**src/rtl/extint_pkg.sv**
```systemverilog
package extint_pkg;

  typedef enum logic [1:0] {
    TRIG_LOW  = 2'b00,
    TRIG_ANY  = 2'b01,
    TRIG_FALL = 2'b10,
    TRIG_RISE = 2'b11
  } trig_mode_e;

  // Edge event for one channel from the current and previous synchronised samples.
  function automatic logic edge_hit(trig_mode_e m, logic cur, logic prev);
    case (m)
      TRIG_ANY:  return cur ^ prev;
      TRIG_FALL: return prev & ~cur;
      TRIG_RISE: return ~prev & cur;
      default:   return 1'b0;
    endcase
  endfunction

  // Next flag value: level mode forces zero, a new event beats any clear.
  function automatic logic flag_next(logic lvl, logic evt, logic clr, logic cur);
    if (lvl)      return 1'b0;
    else if (evt) return 1'b1;
    else if (clr) return 1'b0;
    else          return cur;
  endfunction

endpackage

```
**src/rtl/extint_sync.sv**
```systemverilog
module extint_sync #(
  parameter int   W       = 4,
  parameter logic RST_VAL = 1'b1
) (
  input  logic         clk,
  input  logic         rst_n,
  input  logic [W-1:0] async_i,
  output logic [W-1:0] cur_o,
  output logic [W-1:0] prev_o
);
  logic [W-1:0] meta_q, cur_q, prev_q;

  always_ff @(posedge clk or negedge rst_n) begin
    if (!rst_n) begin
      meta_q <= {W{RST_VAL}};
      cur_q  <= {W{RST_VAL}};
      prev_q <= {W{RST_VAL}};
    end else begin
      meta_q <= async_i;
      cur_q  <= meta_q;
      prev_q <= cur_q;
    end
  end

  assign cur_o  = cur_q;
  assign prev_o = prev_q;
endmodule

```
**src/rtl/extint_detect.sv**
```systemverilog
module extint_detect
  import extint_pkg::*;
#(
  parameter int NCH = 4
) (
  input  logic [2*NCH-1:0] mode_i,
  input  logic [NCH-1:0]   cur_i,
  input  logic [NCH-1:0]   prev_i,
  output logic [NCH-1:0]   evt_o,
  output logic [NCH-1:0]   lvl_mode_o,
  output logic [NCH-1:0]   lvl_act_o
);
  for (genvar i = 0; i < NCH; i++) begin : g_ch
    trig_mode_e m;
    assign m             = trig_mode_e'(mode_i[2*i +: 2]);
    assign evt_o[i]      = edge_hit(m, cur_i[i], prev_i[i]);
    assign lvl_mode_o[i] = (m == TRIG_LOW);
    assign lvl_act_o[i]  = (m == TRIG_LOW) & ~cur_i[i];
  end
endmodule

```
**src/rtl/extint_flags.sv**
```systemverilog
module extint_flags
  import extint_pkg::*;
#(
  parameter int NCH   = 4,
  parameter int REG_W = 8,
  parameter int IDXW  = 2
) (
  input  logic             clk,
  input  logic             rst_n,
  input  logic [NCH-1:0]   evt_i,
  input  logic [NCH-1:0]   lvl_mode_i,
  input  logic             wr_i,
  input  logic [REG_W-1:0] wdata_i,
  input  logic             ack_i,
  input  logic [IDXW-1:0]  ack_idx_i,
  output logic [NCH-1:0]   flag_o
);
  logic [NCH-1:0] flag_q;
  logic [NCH-1:0] clr;

  for (genvar i = 0; i < NCH; i++) begin : g_clr
    assign clr[i] = (wr_i & wdata_i[i]) | (ack_i & (ack_idx_i == IDXW'(i)));
  end

  always_ff @(posedge clk or negedge rst_n) begin
    if (!rst_n) begin
      flag_q <= '0;
    end else begin
      for (int i = 0; i < NCH; i++)
        flag_q[i] <= flag_next(lvl_mode_i[i], evt_i[i], clr[i], flag_q[i]);
    end
  end

  assign flag_o = flag_q;

  for (genvar i = 0; i < NCH; i++) begin : g_chk
    // an edge event (even with a clear) leaves the flag set
    a_r8_event_sets: assert property (@(posedge clk) disable iff (!rst_n)
      (evt_i[i] && !lvl_mode_i[i]) |=> flag_q[i]);
    // level mode keeps the flag at zero
    a_r7_level_zero: assert property (@(posedge clk) disable iff (!rst_n)
      lvl_mode_i[i] |=> !flag_q[i]);
    // acknowledge of this channel clears it
    a_r5_ack_clears: assert property (@(posedge clk) disable iff (!rst_n)
      (ack_i && ack_idx_i == IDXW'(i) && !evt_i[i]) |=> !flag_q[i]);
    // write of one clears
    a_r6_w1c: assert property (@(posedge clk) disable iff (!rst_n)
      (wr_i && wdata_i[i] && !evt_i[i]) |=> !flag_q[i]);
    // write of zero leaves the flag alone
    a_r6_w0_hold: assert property (@(posedge clk) disable iff (!rst_n)
      (wr_i && !wdata_i[i] && !(ack_i && ack_idx_i == IDXW'(i)) &&
       !evt_i[i] && !lvl_mode_i[i]) |=> $stable(flag_q[i]));
  end
endmodule

```
**src/rtl/extint_flag_unit.sv**
```systemverilog
module extint_flag_unit
  import extint_pkg::*;
#(
  parameter int NCH   = 4,
  parameter int REG_W = 8,
  localparam int IDXW = (NCH > 1) ? $clog2(NCH) : 1
) (
  input  logic             clk,
  input  logic             rst_n,
  input  logic [NCH-1:0]   pin_i,
  input  logic [2*NCH-1:0] mode_i,
  input  logic [NCH-1:0]   chan_en_i,
  input  logic             glob_en_i,
  input  logic             flag_wr_i,
  input  logic [REG_W-1:0] flag_wdata_i,
  output logic [REG_W-1:0] flag_rdata_o,
  input  logic             ack_i,
  input  logic [IDXW-1:0]  ack_idx_i,
  output logic             irq_o,
  output logic [IDXW-1:0]  irq_idx_o
);
  // Named internal events, brought out for the assertions
  logic [NCH-1:0] pin_cur, pin_prev;
  logic [NCH-1:0] evt, lvl_mode, lvl_act;
  logic [NCH-1:0] flags, pend, req;

  function automatic logic [IDXW-1:0] lowest_set(logic [NCH-1:0] v);
    logic [IDXW-1:0] r = '0;
    for (int k = NCH - 1; k >= 0; k--)
      if (v[k]) r = IDXW'(k);
    return r;
  endfunction

  extint_sync #(.W(NCH), .RST_VAL(1'b1)) u_sync (
    .clk(clk), .rst_n(rst_n), .async_i(pin_i),
    .cur_o(pin_cur), .prev_o(pin_prev)
  );

  extint_detect #(.NCH(NCH)) u_detect (
    .mode_i(mode_i), .cur_i(pin_cur), .prev_i(pin_prev),
    .evt_o(evt), .lvl_mode_o(lvl_mode), .lvl_act_o(lvl_act)
  );

  extint_flags #(.NCH(NCH), .REG_W(REG_W), .IDXW(IDXW)) u_flags (
    .clk(clk), .rst_n(rst_n), .evt_i(evt), .lvl_mode_i(lvl_mode),
    .wr_i(flag_wr_i), .wdata_i(flag_wdata_i),
    .ack_i(ack_i), .ack_idx_i(ack_idx_i), .flag_o(flags)
  );

  assign pend         = (lvl_mode & lvl_act) | (~lvl_mode & flags);
  assign req          = pend & chan_en_i & {NCH{glob_en_i}};
  assign irq_o        = |req;
  assign irq_idx_o    = lowest_set(req);
  assign flag_rdata_o = {{(REG_W-NCH){1'b0}}, flags};

  // no request without the global enable
  a_r4_glob_gate: assert property (@(posedge clk) disable iff (!rst_n)
    irq_o |-> glob_en_i);
  // the reported channel is individually enabled
  a_r4_chan_gate: assert property (@(posedge clk) disable iff (!rst_n)
    irq_o |-> chan_en_i[irq_idx_o]);
  // reported index is requesting and nothing below it requests
  a_r9_lowest_first: assert property (@(posedge clk) disable iff (!rst_n)
    irq_o |-> (req[irq_idx_o] &&
               ((req & ((NCH'(1) << irq_idx_o) - NCH'(1))) == '0)));
  // a level-mode request needs the synchronised pin low
  a_r7_level_pin: assert property (@(posedge clk) disable iff (!rst_n)
    (irq_o && lvl_mode[irq_idx_o]) |-> !pin_cur[irq_idx_o]);
endmodule

```
**config.mk**
```make
export PLATFORM = sky130hd
export DESIGN_NAME = extint_flag_unit
export DESIGN_NICKNAME = d
export VERILOG_FILES = /design/src/rtl/extint_pkg.sv /design/src/rtl/extint_sync.sv /design/src/rtl/extint_detect.sv /design/src/rtl/extint_flags.sv /design/src/rtl/extint_flag_unit.sv
export SDC_FILE = /design/constraint.sdc
export NUM_CORES = 1
export LEC_CHECK = 0
export BUFFER_PORTS_ARGS = -buffer_cell sky130_fd_sc_hd__buf_2
export CAP_MARGIN = 20
export CELL_PAD_IN_SITES_DETAIL_PLACEMENT = 2
export CELL_PAD_IN_SITES_GLOBAL_PLACEMENT = 2
export CORE_MARGIN = 5
export CORE_UTILIZATION = 26
export DETAILED_ROUTE_END_ITERATION = 6
export HOLD_SLACK_MARGIN = 0.08
export PLACE_DENSITY_LB_ADDON = 0.1
export SLEW_MARGIN = 25
export SYNTH_ARGS = -nofsm -noshare
export SYNTH_HDL_FRONTEND = slang
export SYNTH_SLANG_ARGS = --single-unit
```
**constraint.sdc**
```tcl
create_clock -name clk -period 1.55 [get_ports clk]
set_input_delay 0.155 -clock clk [delete_from_list [all_inputs] [get_ports clk]]
set_output_delay 0.155 -clock clk [all_outputs]
set_load 0.01 [all_outputs]
```
[Yosys cells after proc, flatten, opt, wreduce, memory -nomap -nowiden]
Index checks and enable logic that the tools add are counted.
Word-level totals
  logic and storage cells: 94
  output and inout port bits: 11
  flip-flop bits (word level): 16
  input bits: 31
Cells by class
  reductions and logical operators: 10
  equality and inequality tests: 15
  muxes and demuxes: 20
  bitwise logic cells: 42
Operators by type and width (count)
  $and 1x1->1: 20
  $eq 2x2->1 const B: 10
  $and 4x4->4: 4
  $mux 1: 12
  $pmux 1 s3: 4
  $reduce_bool 3->1: 4
  $eq 2x1->1 const B: 5
  $logic_not 2->1: 5
  $mux 2: 4
  $not 1->1: 8
  $not 4->4: 1
  $or 1x1->1: 4
  $or 4x4->4: 1
  $reduce_or 4->1: 1
  $xor 1x1->1: 4

[Longest topological paths before layout]
  word-level depth: 10
  gate-level depth with buffers: 5
  mapped depth without buffers: 5

[By module]
Synthesis repeated with hierarchy kept, for this count alone.
Unflattened totals
  cell total of the unflattened synthesis: 93
  area total of the unflattened synthesis: 996.0 um^2
Modules (own cells, without submodules)
  extint_sync: times used 1, area an instance 315.3 um^2, seq. area each 315.3 um^2, cells an instance 12
  extint_detect: times used 1, area an instance 280.3 um^2, seq. area each 0.0 um^2, cells an instance 40
  extint_flags: times used 1, area an instance 237.7 um^2, seq. area each 100.1 um^2, cells an instance 20
  extint_flag_unit: times used 1, area an instance 162.7 um^2, seq. area each 0.0 um^2, cells an instance 21

[Least setup slack after synthesis]
No wires, ideal clock.
  kind: register -> register
  start: register u_sync.cur_q[2], in the netlist u_sync.cur_o[2]
  end: register u_flags.flag_q[2], in the netlist u_flags.flag_o[2]
  cell stages (with the launch flop): 6
  arrival time: 1.169 ns
  data required time: 1.425 ns
  library setup time: 0.125 ns
  path buffers: 0
  clock period less this slack: 1.294 ns
  path slack: 0.256 ns
  cells stage by stage: dfstp_2 > inv_1 > ha_1 > mux2_2 > a21oi_1 > nand2_1
Between the ends
  cells in the longest elaborated chain, start to end: 5
  elaborated cells between the ends (all ways): 8
  classes of those cells: 3 x mux; 4 x bitwise; 1 x reduce/logical
RTL lines
  start, declared: line extint_sync.sv:11  | logic [W-1:0] meta_q, cur_q, prev_q;
  start signal, assigned: line extint_sync.sv:16  | cur_q <= {W{RST_VAL}};
  start signal, assigned: line extint_sync.sv:20  | cur_q <= meta_q;
  $not 1->1: line extint_pkg.sv:14  | TRIG_FALL: return prev & ~cur;
  $and 1x1->1: line extint_pkg.sv:14
  $pmux 1 s3 (*): line extint_pkg.sv:12  | case (m)
  $mux 1: line extint_pkg.sv:23  | else if (evt) return 1'b1;
  $mux 1: line extint_pkg.sv:22  | if (lvl) return 1'b0;
  end signal, assigned by index: line extint_flags.sv:30  | flag_q[i] <= flag_next(lvl_mode_i[i], evt_i[i], clr[i], flag_q[i]);
  end, declared: line extint_flags.sv:18  | logic [NCH-1:0] flag_q;
Mark *: on every way between the ends. The rest lies on a longest branch, timed or not.
A chain may end at the register's enable or synchronous reset.

[Worst setup path in the final report]
  start: register u_sync.cur_q[3], in the netlist u_sync.cur_o[3]
  end: output irq_idx_o[1]
Between the ends
  cells in the longest elaborated chain, start to end: 10
RTL lines
  $not 1->1: line extint_detect.sv:18  | assign lvl_act_o[i] = (m == TRIG_LOW) & ~cur_i[i];
  $and 1x1->1: line extint_detect.sv:18
  $and 4x4->4: line extint_flag_unit.sv:50  | assign pend = (lvl_mode & lvl_act) | (~lvl_mode & flags);
  $or 4x4->4: line extint_flag_unit.sv:50
  $and 4x4->4 (2 in series): line extint_flag_unit.sv:51  | assign req = pend & chan_en_i & {NCH{glob_en_i}};
  $mux 2 (4 in series): line extint_flag_unit.sv:30  | if (v[k]) r = IDXW'(k);
  end, declared: line extint_flag_unit.sv:20  | output logic [IDXW-1:0] irq_idx_o
No other way between the ends.

==> metrics <==
Combinational Power Share=25.4%; core area=3363 um^2; post-route cell area=1257 um^2; CP Data Arrival Time=1.51 ns; share of layout cells above drive strength 1=52.27%; Crit path required time=1.39 ns; max-cap viol count=0; clock power share=23.1%; Yosys reg bits=16; Chip Width=69.39 um; top cell family by delay on the critical path=simple AND/OR/NAND/NOR gates; Post-synth EDFFs=0; vias in the first global route=896; Static Leak=0.6124 nW; DR DRC count=0; failing checks=negative setup slack; most common flop cell mapped by yosys=dfstp_2; Final period util=107.2%; vias post-DR=786; unrepaired setup endpoints after global routing=yes; area grow syn2layout=37.11%; sequential area share after synthesis=45.29%; Setup crit start kind=flop; Fin Hold WS=0.1457 ns; final setup vio count=3; asr flop ratio synth=100.0%; outcome=complete, but fails checks; DR vias/cell=4.416; Clock transition at path regs=0.09 ns; Ys Warns=0; Peak VDD IR=0.0003202 V; Setup Skew=0.0003223 ns; crit-path cells=or3_4 -> a21oi_4 -> nor2b_4 -> nor3_2 -> buf_2; Fmax achieved=0.6019 GHz; Die Y=69.39 um; Mapped Cells=88; Largest stage delay, worst path=0.38 ns; WP buf/inv=1; CP Capture Type=output pin; first-pass GRT wire length=4043 um; Post-DP HPWL=1921 um; die area=4815 um^2; critical path class=flop to output pin; port bufs=33; switching power total=0.2698 mW; Min-Delay Path Class=input port to flop; synthesized area per cell=10.42 um^2; distinct cell type count after synthesis=33; post-route ant nets=0; number of diodes=0; Num CTS Buffers=3; fin worst setup slack=-0.1114 ns; DRT iter0 DRCs=11; CP Max Fanout=2; Sink Count=16; Sw Share=28.90%; site row count=21; CTS tree=yes; sequential power share=51.5%; Cell Int Power=0.6636 mW; initial core utilization=27.27%; antenna violations before repair=0; GPL Wtd Cong=0.7653; fin util=37.39%; power density over cell area=742.3 nW/um^2; routed len/inst=13.32 um; Total GRT Usage=10.30%; fillers=414; min Tclk post-route=1.661 ns; Final #Nets=173; CTS Root Cell=clkbuf_4; GRT overflow=0; CTS H-Tree Depth=1; CTS Buffer Depth=2; placed instance area=1121 um^2; Final Power=0.9334 mW; DR pass1 iterations=2; Worst-Skew Late Latency=0.28 ns; reg2reg setup slack=0.10 ns; synthesized area=917.1 um^2; Fin. Hold Viols=0; drt total wl=2371 um; pin count of the biggest net entering global routing=17; Slowest-stage cell, CP=dfstp_2; # IOs=42; Slew Limit Fails=0
[cells by family after synthesis]
logic type,count (synthesis),synth area share [%]
AO/OA/AOI/OAI,23,20.74
adder cells (fa/ha/maj),8,10.91
buffers and inverters,14,7.366
flip-flops,16,45.29
multiplexers,1,1.228
other,1,0.4089
AND/OR/NAND/NOR,25,14.05
[layout by cell type, fill, tap and decap left out]
cell type      count
o311ai_2           1
a21oi_2            1
dlygate4sd3_1      5
o21ai_0            3
a21oi_1            3
nor2b_4            1
buf_4              4
nand3b_1           1
o2bb2a_2           1
dfstp_2           12
o2bb2a_1           1
a21oi_4            3
a21boi_0           1
clkbuf_4           3
o21a_1             1
buf_2             33
a21boi_1           1
nor2_2             2
mux2_2             1
inv_1              9
inv_2              1
nand2_1           13
nor3_1             1
nand3_1            2
nor3b_1            1
a31o_2             1
o2111ai_1          1
dfrtp_1            4
or3_1              1
o211ai_2           2
nor3_2             1
conb_1             4
ha_1               8
or3_4              2
o22ai_1            3
[metal layers]
metal  GRT usage [%]  vias up  routed length, um
li1                -      385                  -
met1           11.09      376                997
met2           18.96       23               1199
met3           2.754        2                154
met4           3.905        0                 20
met5               0        -                  0
[final timing paths]
check	startpoint	to	depth (start not counted)
max	u_sync.cur_o[3]	irq_idx_o[1]	5
min	flag_wdata_i[2]	u_flags.flag_o[2]	4
max reg2reg	u_sync.cur_o[2]	u_flags.flag_o[2]	6
min reg2reg	u_sync.meta_q[0]	u_sync.cur_o[0]	0
max in group asynchronous	rst_n	u_sync.meta_q[0]	2
min in group asynchronous	rst_n	u_flags.flag_o[3]	2
[per-stage QoR]
step / TNS, ns / setup WS, ns / instances
after floorplan: 0 / 0.2558 / 91
after global placement: 0 / 0.1730 / 166
after detailed placement: 0 / 0.1509 / 166
after CTS: -0.4113 / -0.1640 / 177
after global routing: -0.5299 / -0.2076 / 178
final: -0.2566 / -0.1114 / 178
[synth_stat cells (3+ instances only)]
master | number | area share (%)
a21oi_1 | 4 | 2.2
buf_4 | 4 | 3.3
o21ai_0 | 3 | 1.6
ha_1 | 8 | 11
nand2_1 | 13 | 5.3
dfstp_2 | 12 | 34
o22ai_1 | 3 | 2.0
dfrtp_1 | 4 | 11
inv_1 | 9 | 3.7
[repair_timing]
action,4_1_cts,5_1_grt
buffers inserted,3,1
setup endpoints to repair,3,3
pin swaps,4,5
resized for setup,5,2
endpoints found under the hold margin,8,0
hold buffers,5,0
[power by group through the flow]
stage	clock (mW)	sequential (mW)	combinational (mW)
floorplan	0	0.493	0.108
global placement	0	0.489	0.202
detailed placement	0	0.493	0.209
CTS	0.232	0.483	0.237
global route	0.250	0.486	0.269
finish	0.215	0.481	0.237
[layout make-up]
| type | instances | area (um^2) | area share [%] |
|---|---|---|---|
| multi-input cells | 61 | 479.2 | 38.11 |
| repair buffers | 42 | 245.2 | 19.50 |
| well taps | 46 | 57.56 | 4.577 |
| inverters | 10 | 37.54 | 2.985 |
| flip-flops and latches | 16 | 415.4 | 33.03 |
| clock buffers | 3 | 22.52 | 1.791 |
[sequential cells by signal, indices dropped and copies added (netlist names)]
signal          flops
u_flags.flag_o      4
u_sync.cur_o        4
u_sync.meta_q       4
u_sync.prev_o       4
[tightest hold or removal path, delay by kind of cell]
family | cells | cell delay [ns]
AO/OA/AOI/OAI | 1 | 0.06
buffers and inverters | 1 | 0.08
AND/OR/NAND/NOR | 2 | 0.09
(Power assumes the default switching activity.)
